`config.mk`:
```
export PLATFORM = sky130hd
export DESIGN_NAME = nibble_cpu
export DESIGN_NICKNAME = d
export VERILOG_FILES = /design/src/rtl/nibble_cpu_pkg.sv /design/src/rtl/nibble_cpu_regfile.sv /design/src/rtl/nibble_cpu_decode.sv /design/src/rtl/nibble_cpu.sv
export SDC_FILE = /design/constraint.sdc
export NUM_CORES = 1
export LEC_CHECK = 0
export BUFFER_PORTS_ARGS = -buffer_cell sky130_fd_sc_hd__buf_2
export CELL_PAD_IN_SITES_DETAIL_PLACEMENT = 2
export CELL_PAD_IN_SITES_GLOBAL_PLACEMENT = 2
export CORE_MARGIN = 1
export CORE_UTILIZATION = 42
export DETAILED_ROUTE_END_ITERATION = 10
export PLACE_DENSITY_LB_ADDON = 0.1
export REMOVE_ABC_BUFFERS = 1
export SLEW_MARGIN = 20
export SYNTH_ARGS = -nofsm -noshare
export SYNTH_HDL_FRONTEND = slang
export SYNTH_SLANG_ARGS = --single-unit
```
`constraint.sdc`:
```
create_clock -name clk -period 5.3 [get_ports clk]
set_clock_uncertainty 0.1 [all_clocks]
set_input_delay 1.06 -clock clk [delete_from_list [all_inputs] [get_ports clk]]
set_output_delay 1.06 -clock clk [all_outputs]
set_load 0.005 [all_outputs]
```
`src/rtl/nibble_cpu_pkg.sv`:
```
package nibble_cpu_pkg;

  localparam int BYTE_W  = 8;
  localparam int WORD_W  = 2 * BYTE_W;
  localparam int NIB_W   = 4;
  localparam int REGS    = 16;
  localparam int MADDR_W = 8;

  typedef enum logic [NIB_W-1:0] {
    OPC_LOAD  = 4'h1,
    OPC_STORE = 4'h3,
    OPC_ADD   = 4'h5,
    OPC_JUMP  = 4'hB,
    OPC_HALT  = 4'hC
  } opc_e;

  typedef enum logic [2:0] {
    ST_FETCH0,
    ST_FETCH1,
    ST_FETCH2,
    ST_DECODE,
    ST_EXEC,
    ST_WBACK,
    ST_STOP
  } phase_e;

endpackage

```
`src/rtl/nibble_cpu_regfile.sv`:
```
module nibble_cpu_regfile #(
  parameter int DATA_W = 8,
  parameter int NREG   = 16,
  localparam int IDX_W = $clog2(NREG)
) (
  input  logic              clk,
  input  logic              rst,
  input  logic              wr_en,
  input  logic [IDX_W-1:0]  wr_idx,
  input  logic [DATA_W-1:0] wr_val,
  input  logic [IDX_W-1:0]  rd_idx_a,
  output logic [DATA_W-1:0] rd_val_a,
  input  logic [IDX_W-1:0]  rd_idx_b,
  output logic [DATA_W-1:0] rd_val_b,
  input  logic [IDX_W-1:0]  rd_idx_c,
  output logic [DATA_W-1:0] rd_val_c,
  output logic [DATA_W-1:0] rd_val_zero
);

  logic [DATA_W-1:0] bank [NREG];

  // One register slice per entry; each clears on reset and loads on a match.
  for (genvar gi = 0; gi < NREG; gi++) begin : g_reg
    always_ff @(posedge clk) begin
      if (rst) begin
        bank[gi] <= '0;
      end else if (wr_en && (wr_idx == IDX_W'(gi))) begin
        bank[gi] <= wr_val;
      end
    end
  end

  assign rd_val_a    = bank[rd_idx_a];
  assign rd_val_b    = bank[rd_idx_b];
  assign rd_val_c    = bank[rd_idx_c];
  assign rd_val_zero = bank[0];

endmodule

```
`src/rtl/nibble_cpu_decode.sv`:
```
module nibble_cpu_decode
  import nibble_cpu_pkg::*;
(
  input  logic [WORD_W-1:0]  instr,
  output logic               is_load,
  output logic               is_store,
  output logic               is_add,
  output logic               is_jump,
  output logic               is_halt,
  output logic [NIB_W-1:0]   fld_r,
  output logic [NIB_W-1:0]   fld_s,
  output logic [NIB_W-1:0]   fld_t,
  output logic [MADDR_W-1:0] fld_addr
);

  logic [NIB_W-1:0] opc;

  assign opc      = instr[WORD_W-1 -: NIB_W];
  assign fld_r    = instr[3*NIB_W-1 -: NIB_W];
  assign fld_s    = instr[2*NIB_W-1 -: NIB_W];
  assign fld_t    = instr[NIB_W-1:0];
  assign fld_addr = instr[MADDR_W-1:0];

  always_comb begin
    is_load  = 1'b0;
    is_store = 1'b0;
    is_add   = 1'b0;
    is_jump  = 1'b0;
    is_halt  = 1'b0;
    case (opc)
      OPC_LOAD:  is_load  = 1'b1;
      OPC_STORE: is_store = 1'b1;
      OPC_ADD:   is_add   = 1'b1;
      OPC_JUMP:  is_jump  = 1'b1;
      OPC_HALT:  is_halt  = 1'b1;
      default:   ;
    endcase
  end

endmodule

```
`src/rtl/nibble_cpu.sv`:
```
module nibble_cpu
  import nibble_cpu_pkg::*;
#(
  parameter logic [MADDR_W-1:0] IO_ADDR = 8'hFF
) (
  input  logic               clk,
  input  logic               rst,
  output logic [MADDR_W-1:0] mem_addr,
  output logic               mem_we,
  output logic [BYTE_W-1:0]  mem_wdata,
  input  logic [BYTE_W-1:0]  mem_rdata,
  output logic               io_valid,
  output logic [BYTE_W-1:0]  io_data,
  output logic               halted,
  output logic [MADDR_W-1:0] dbg_pc,
  output logic [WORD_W-1:0]  dbg_ir
);

  localparam int IDX_W = $clog2(REGS);

  phase_e             phase_q;
  logic [MADDR_W-1:0] pc_q;
  logic [WORD_W-1:0]  ir_q;

  logic               d_load, d_store, d_add, d_jump, d_halt;
  logic [NIB_W-1:0]   f_r, f_s, f_t;
  logic [MADDR_W-1:0] f_addr;

  logic               rf_we;
  logic [BYTE_W-1:0]  rf_wval;
  logic [BYTE_W-1:0]  v_s, v_t, v_r, v_zero;
  logic [BYTE_W-1:0]  sum;
  logic               jump_taken;

  nibble_cpu_decode u_dec (
    .instr    (ir_q),
    .is_load  (d_load),
    .is_store (d_store),
    .is_add   (d_add),
    .is_jump  (d_jump),
    .is_halt  (d_halt),
    .fld_r    (f_r),
    .fld_s    (f_s),
    .fld_t    (f_t),
    .fld_addr (f_addr)
  );

  nibble_cpu_regfile #(.DATA_W(BYTE_W), .NREG(REGS)) u_rf (
    .clk         (clk),
    .rst         (rst),
    .wr_en       (rf_we),
    .wr_idx      (IDX_W'(f_r)),
    .wr_val      (rf_wval),
    .rd_idx_a    (IDX_W'(f_s)),
    .rd_val_a    (v_s),
    .rd_idx_b    (IDX_W'(f_t)),
    .rd_val_b    (v_t),
    .rd_idx_c    (IDX_W'(f_r)),
    .rd_val_c    (v_r),
    .rd_val_zero (v_zero)
  );

  assign sum        = v_s + v_t;
  assign jump_taken = d_jump && (v_r == v_zero);
  assign rf_we      = (phase_q == ST_WBACK) || ((phase_q == ST_EXEC) && d_add);
  assign rf_wval    = (phase_q == ST_WBACK) ? mem_rdata : sum;

  always_ff @(posedge clk) begin
    if (rst) begin
      phase_q   <= ST_FETCH0;
      pc_q      <= '0;
      ir_q      <= '0;
      mem_addr  <= '0;
      mem_we    <= 1'b0;
      mem_wdata <= '0;
      io_valid  <= 1'b0;
      io_data   <= '0;
      halted    <= 1'b0;
    end else begin
      mem_we   <= 1'b0;
      io_valid <= 1'b0;
      case (phase_q)
        ST_FETCH0: begin
          mem_addr <= pc_q + MADDR_W'(1);
          phase_q  <= ST_FETCH1;
        end
        ST_FETCH1: begin
          ir_q[WORD_W-1 -: BYTE_W] <= mem_rdata;
          phase_q <= ST_FETCH2;
        end
        ST_FETCH2: begin
          ir_q[BYTE_W-1:0] <= mem_rdata;
          pc_q    <= pc_q + MADDR_W'(2);
          phase_q <= ST_DECODE;
        end
        ST_DECODE: begin
          if (d_load || d_store) begin
            mem_addr <= f_addr;
          end
          if (d_store) begin
            mem_we    <= 1'b1;
            mem_wdata <= v_r;
            if (f_addr == IO_ADDR) begin
              io_valid <= 1'b1;
              io_data  <= v_r;
            end
          end
          phase_q <= ST_EXEC;
        end
        ST_EXEC: begin
          if (d_halt) begin
            halted  <= 1'b1;
            phase_q <= ST_STOP;
          end else if (d_load) begin
            phase_q <= ST_WBACK;
          end else begin
            if (jump_taken) begin
              pc_q     <= f_addr;
              mem_addr <= f_addr;
            end else begin
              mem_addr <= pc_q;
            end
            phase_q <= ST_FETCH0;
          end
        end
        ST_WBACK: begin
          mem_addr <= pc_q;
          phase_q  <= ST_FETCH0;
        end
        default: phase_q <= ST_STOP;
      endcase
    end
  end

  assign dbg_pc = pc_q;
  assign dbg_ir = ir_q;

endmodule

```
==> results.yml <==
cts:
  clock_tree.htree_level_count: 4
  root_buffer: "clkbuf_16"
  numCtsBuffers: 17
  clkTransAtPathRegs_ns: 0.08
  clock_path_buffers: 2
  number_of_buffers_inserted_by_hold_repair_at_cts: 0
  ctsResizeCount: 0
  postCtsSetupRepairBufs: 0
  clock-sinks: 194
  cts_tree: "done"
  clock_latency_ns: 0.46
cells_and_area:
  areaGrowthSynthToFinish_pct: 11.5
  antenna-diode-count: 0
  fillers: 2669
  fin_util_pct: 47.8
  fin_nets: 1023
  multi_input_comb_area_um2: 5720
  sequential_cell_area_um2: 5170
  final_layout_size_suffix_gt1_share_pct: 24.1
sta:
  final-hold-violation-count: 0
  hold_ws_ns: 0.367
  min_period_ns: 4.49
  final_setup_violation_count: 0
  rsz0062_at_grt: "no"
  final_min_period_over_clock_period_pct: 84.8
  fin_ws_ns: 0.806
  worst_slew_margin_rel_pct: 24.8
  fin_tns_setup_ns: 0
  max_freq_ghz: 0.223
  measured_slew_at_the_worst_slew_check_pin_ns: 1.13
  finalMaxSlewViolations: 0
synth:
  synth_flop_cell: "edfxtp_1"
  synth.mux.area_fraction_pct: 24.8
  yosys_register_bits: 194
  post_synth_and_or_nand_nor_area_fraction_pct: 13.3
  library_cell_occupying_the_most_area_in_the_post_synthesis_netlist: "edfxtp_1"
  mean_instance_size_in_the_synthesized_netlist_um2: 11.6
  synth_enable_flop_cells: 128
  synthArstFlopShare_pct: 0
  synth_largest_type_area_fraction_pct: 34.3
  synthesis.instances: 965
  synth-compound-area-share_pct: 10.1
  synth_top_family_by_area: "multiplexers"
  synthTopCellsByArea: "edfxtp_1 34%, mux4_2 19%, dfxtp_1 12%, nor2_1 6.0%, mux2i_1 3.4%"
  synth_xor_xnor_area_share_pct: 1.32
  synth_area_um2: 11200
  ys_warn_count: 0
  yosys.area_share.adder_pct: 1.18
  synth_cell_types: 72
  yosysSeqAreaShare_pct: 46.1
power:
  worst_ir_drop_vdd_v: 0.000226
  p_leak_nw: 4.41
  p_per_area_nw_per_um2: 309
setup_path:
  rr_worst_depth: 12
  cpMostUsedCell: "a21oi_1"
  worst-path-max-fanout: 18
  max_stage_delay_ns: 0.78
  cp.depth: 12
  crit_slowest_cell: "dfxtp_2"
  r2r_end: "u_rf.bank[3][7]$_SDFFCE_PN0P_"
  path_buf_inv: 1
  worstSetupStartpointType: "register"
  worst-endpoint-required_ns: 5.47
  path_class: "register to register"
  worstPathArrival_ns: 4.66
  cell_chain_critical_path: "buf_4, mux4_2, mux4_2, ha_1, a21o_1, a21oi_1, o21bai_1, a21oi_1, o21bai_1, a21oi_1, xnor2_2, a211oi_1"
  crit_path_end_kind: "register"
  crit_family: "compound AO/OA/AOI/OAI gates"
  regToRegSetupSlack_ns: 0.81
detailed_routing:
  avgRoutedWirePerCell_um: 30.2
  antenna_violating_nets_post_route: 0
  drt_wl_total_um: 40800
  route.detailed.vias_per_inst: 6.53
  firstDrtPassIters: 8
  dr_total_vias: 8824
  drt-initial-drc-count: 895
  detail_route.drc_violations: 8
global_route:
  antenna_found_initial: 0
  first_pass_grt_wire_length_um: 60800
  vias_in_the_first_global_route: 9113
  grt_start_max_net_pins: 55
  grt_remaining_overflow: 0
  global_route.usage.total_pct: 31.3
min_path:
  min_to: "mem_addr[0]$_SDFFE_PP0P_"
  min_from: "mem_addr[0]$_SDFFE_PP0P_"
  min-delay-path-class: "register to register"
  hold-path-cell-count: 2
floorplan:
  num_ports: 61
  placementRows: 59
  die-width_um: 165
  core_region_area_um2: 26100
  die_y_um: 165
  design.die.area_um2: 27400
  floorplan.initialDensity_pct: 42.9
placed_design:
  placement.setup.worst_slack_ns: 0.883
  io_buffer_count: 60
  hpwl_um: 29900
  routabilityCongestion: 0.898
job:
  max_cap_violations: 0
outcome:
  run_status: "finished with violations"
  failed_checks: "DRC"
## worst register-to-register path, cell delays in order (launching register included)
cell and delay, ns:
dfxtp_2 0.78, buf_4 0.26, mux4_2 0.49, mux4_2 0.50
ha_1 0.26, a21o_1 0.19, a21oi_1 0.26, o21bai_1 0.11
a21oi_1 0.29, o21bai_1 0.10, a21oi_1 0.29, xnor2_2 0.31
a211oi_1 0.36
## cell families after synthesis
kind of cell             Yosys count
AO/OA/AOI/OAI                    173
XOR/XNOR                          16
adder cells (fa/ha/maj)           10
buffers and inverters             87
flip-flops                       194
multiplexers                     147
AND/OR/NAND/NOR                  338
## worst max path at each step
stage | startpoint | to | slack [ns]
2_1_floorplan | register | u_rf.bank[0][6]$_SDFFCE_PN0P_ | 0.49
4_1_cts | register | u_rf.bank[3][7]$_SDFFCE_PN0P_ | 0.81
3_5_place_dp | register | u_rf.bank[3][7]$_SDFFCE_PN0P_ | 0.88
3_3_place_gp | register | u_rf.bank[13][7]$_SDFFCE_PN0P_ | 0.81
6_report | register | u_rf.bank[3][7]$_SDFFCE_PN0P_ | 0.81
5_1_grt | register | u_rf.bank[8][7]$_SDFFCE_PN0P_ | 0.54
## power breakdown
part	internal, W	switching, W
logic	0.000274	0.000461
registers	0.00167	0.000104
clock network	0.000681	0.000679
## Yosys cell counts (all sizes together) (2+ instances only)
master	n
nor2	178
edfxtp	128
mux4	102
nand2	91
dfxtp	66
clkbuf	50
a21oi	48
mux2i	38
o21ai	34
a211oi	29
buf	22
inv	15
nand2b	11
xnor2	11
nand3	10
a22oi	9
ha	9
a31oi	8
nor2b	8
nor3	8
mux2	7
o31ai	6
a22o	5
nand3b	5
o22ai	5
xor2	5
a2111oi	4
a311oi	4
or3	4
a21o	3
and3	3
nand4	3
nor3b	3
nor4	3
o21bai	3
or2	3
a221oi	2
and2	2
and3b	2
## state kept, by name, summed over array words and instances, names as in the netlist, named ones only
signal / cells
io_data: 8
mem_wdata: 8
mem_addr: 8
dbg_pc: 8
halted: 1
phase_q: 3
u_rf.bank: 128
io_valid: 1
dbg_ir: 16
mem_we: 1
## per-stage QoR
stage	instance area, um^2	total power, W	std cells
3_3_place_gp	11900	0.00248	1319
6_report	12500	0.00386	1351
2_1_floorplan	10900	0.00219	893
5_1_grt	12500	0.00397	1351
3_5_place_dp	11900	0.00252	1319
4_1_cts	12500	0.00387	1351
## area by class of cell
type | count | area share [%]
repair buffers | 91 | 4.26
multi-input cells | 684 | 45.8
clock buffers | 18 | 3.60
well taps | 335 | 3.35
flip-flops and latches | 194 | 41.4
clock inverters | 14 | 1.20
inverters | 15 | 0.450
## cell usage in the layout, fill, tap and decap left out, types with 7 or more instances in the layout
| cell type | n |
|---|---|
| a211oi_1 | 29 |
| a21oi_1 | 48 |
| a22oi_1 | 9 |
| a31oi_1 | 8 |
| buf_2 | 60 |
| buf_4 | 31 |
| clkbuf_16 | 18 |
| dfxtp_1 | 63 |
| edfxtp_1 | 128 |
| ha_1 | 9 |
| inv_1 | 15 |
| mux2i_1 | 38 |
| mux4_1 | 7 |
| mux4_2 | 95 |
| nand2_1 | 91 |
| nand2b_1 | 11 |
| nand3_1 | 10 |
| nor2_1 | 177 |
| nor2b_1 | 8 |
| nor3_1 | 7 |
| o21ai_0 | 18 |
| o21ai_1 | 10 |
| xnor2_1 | 10 |
## layer usage
layer	routed length, um	GRT usage [%]	part of all wire [%]
met2	20300	52.0	50
met1	17500	43.2	43
met3	2020	2.92	4.9
met4	1060	10.5	2.6
met5	0	0	0
(Power assumes the default switching activity.)
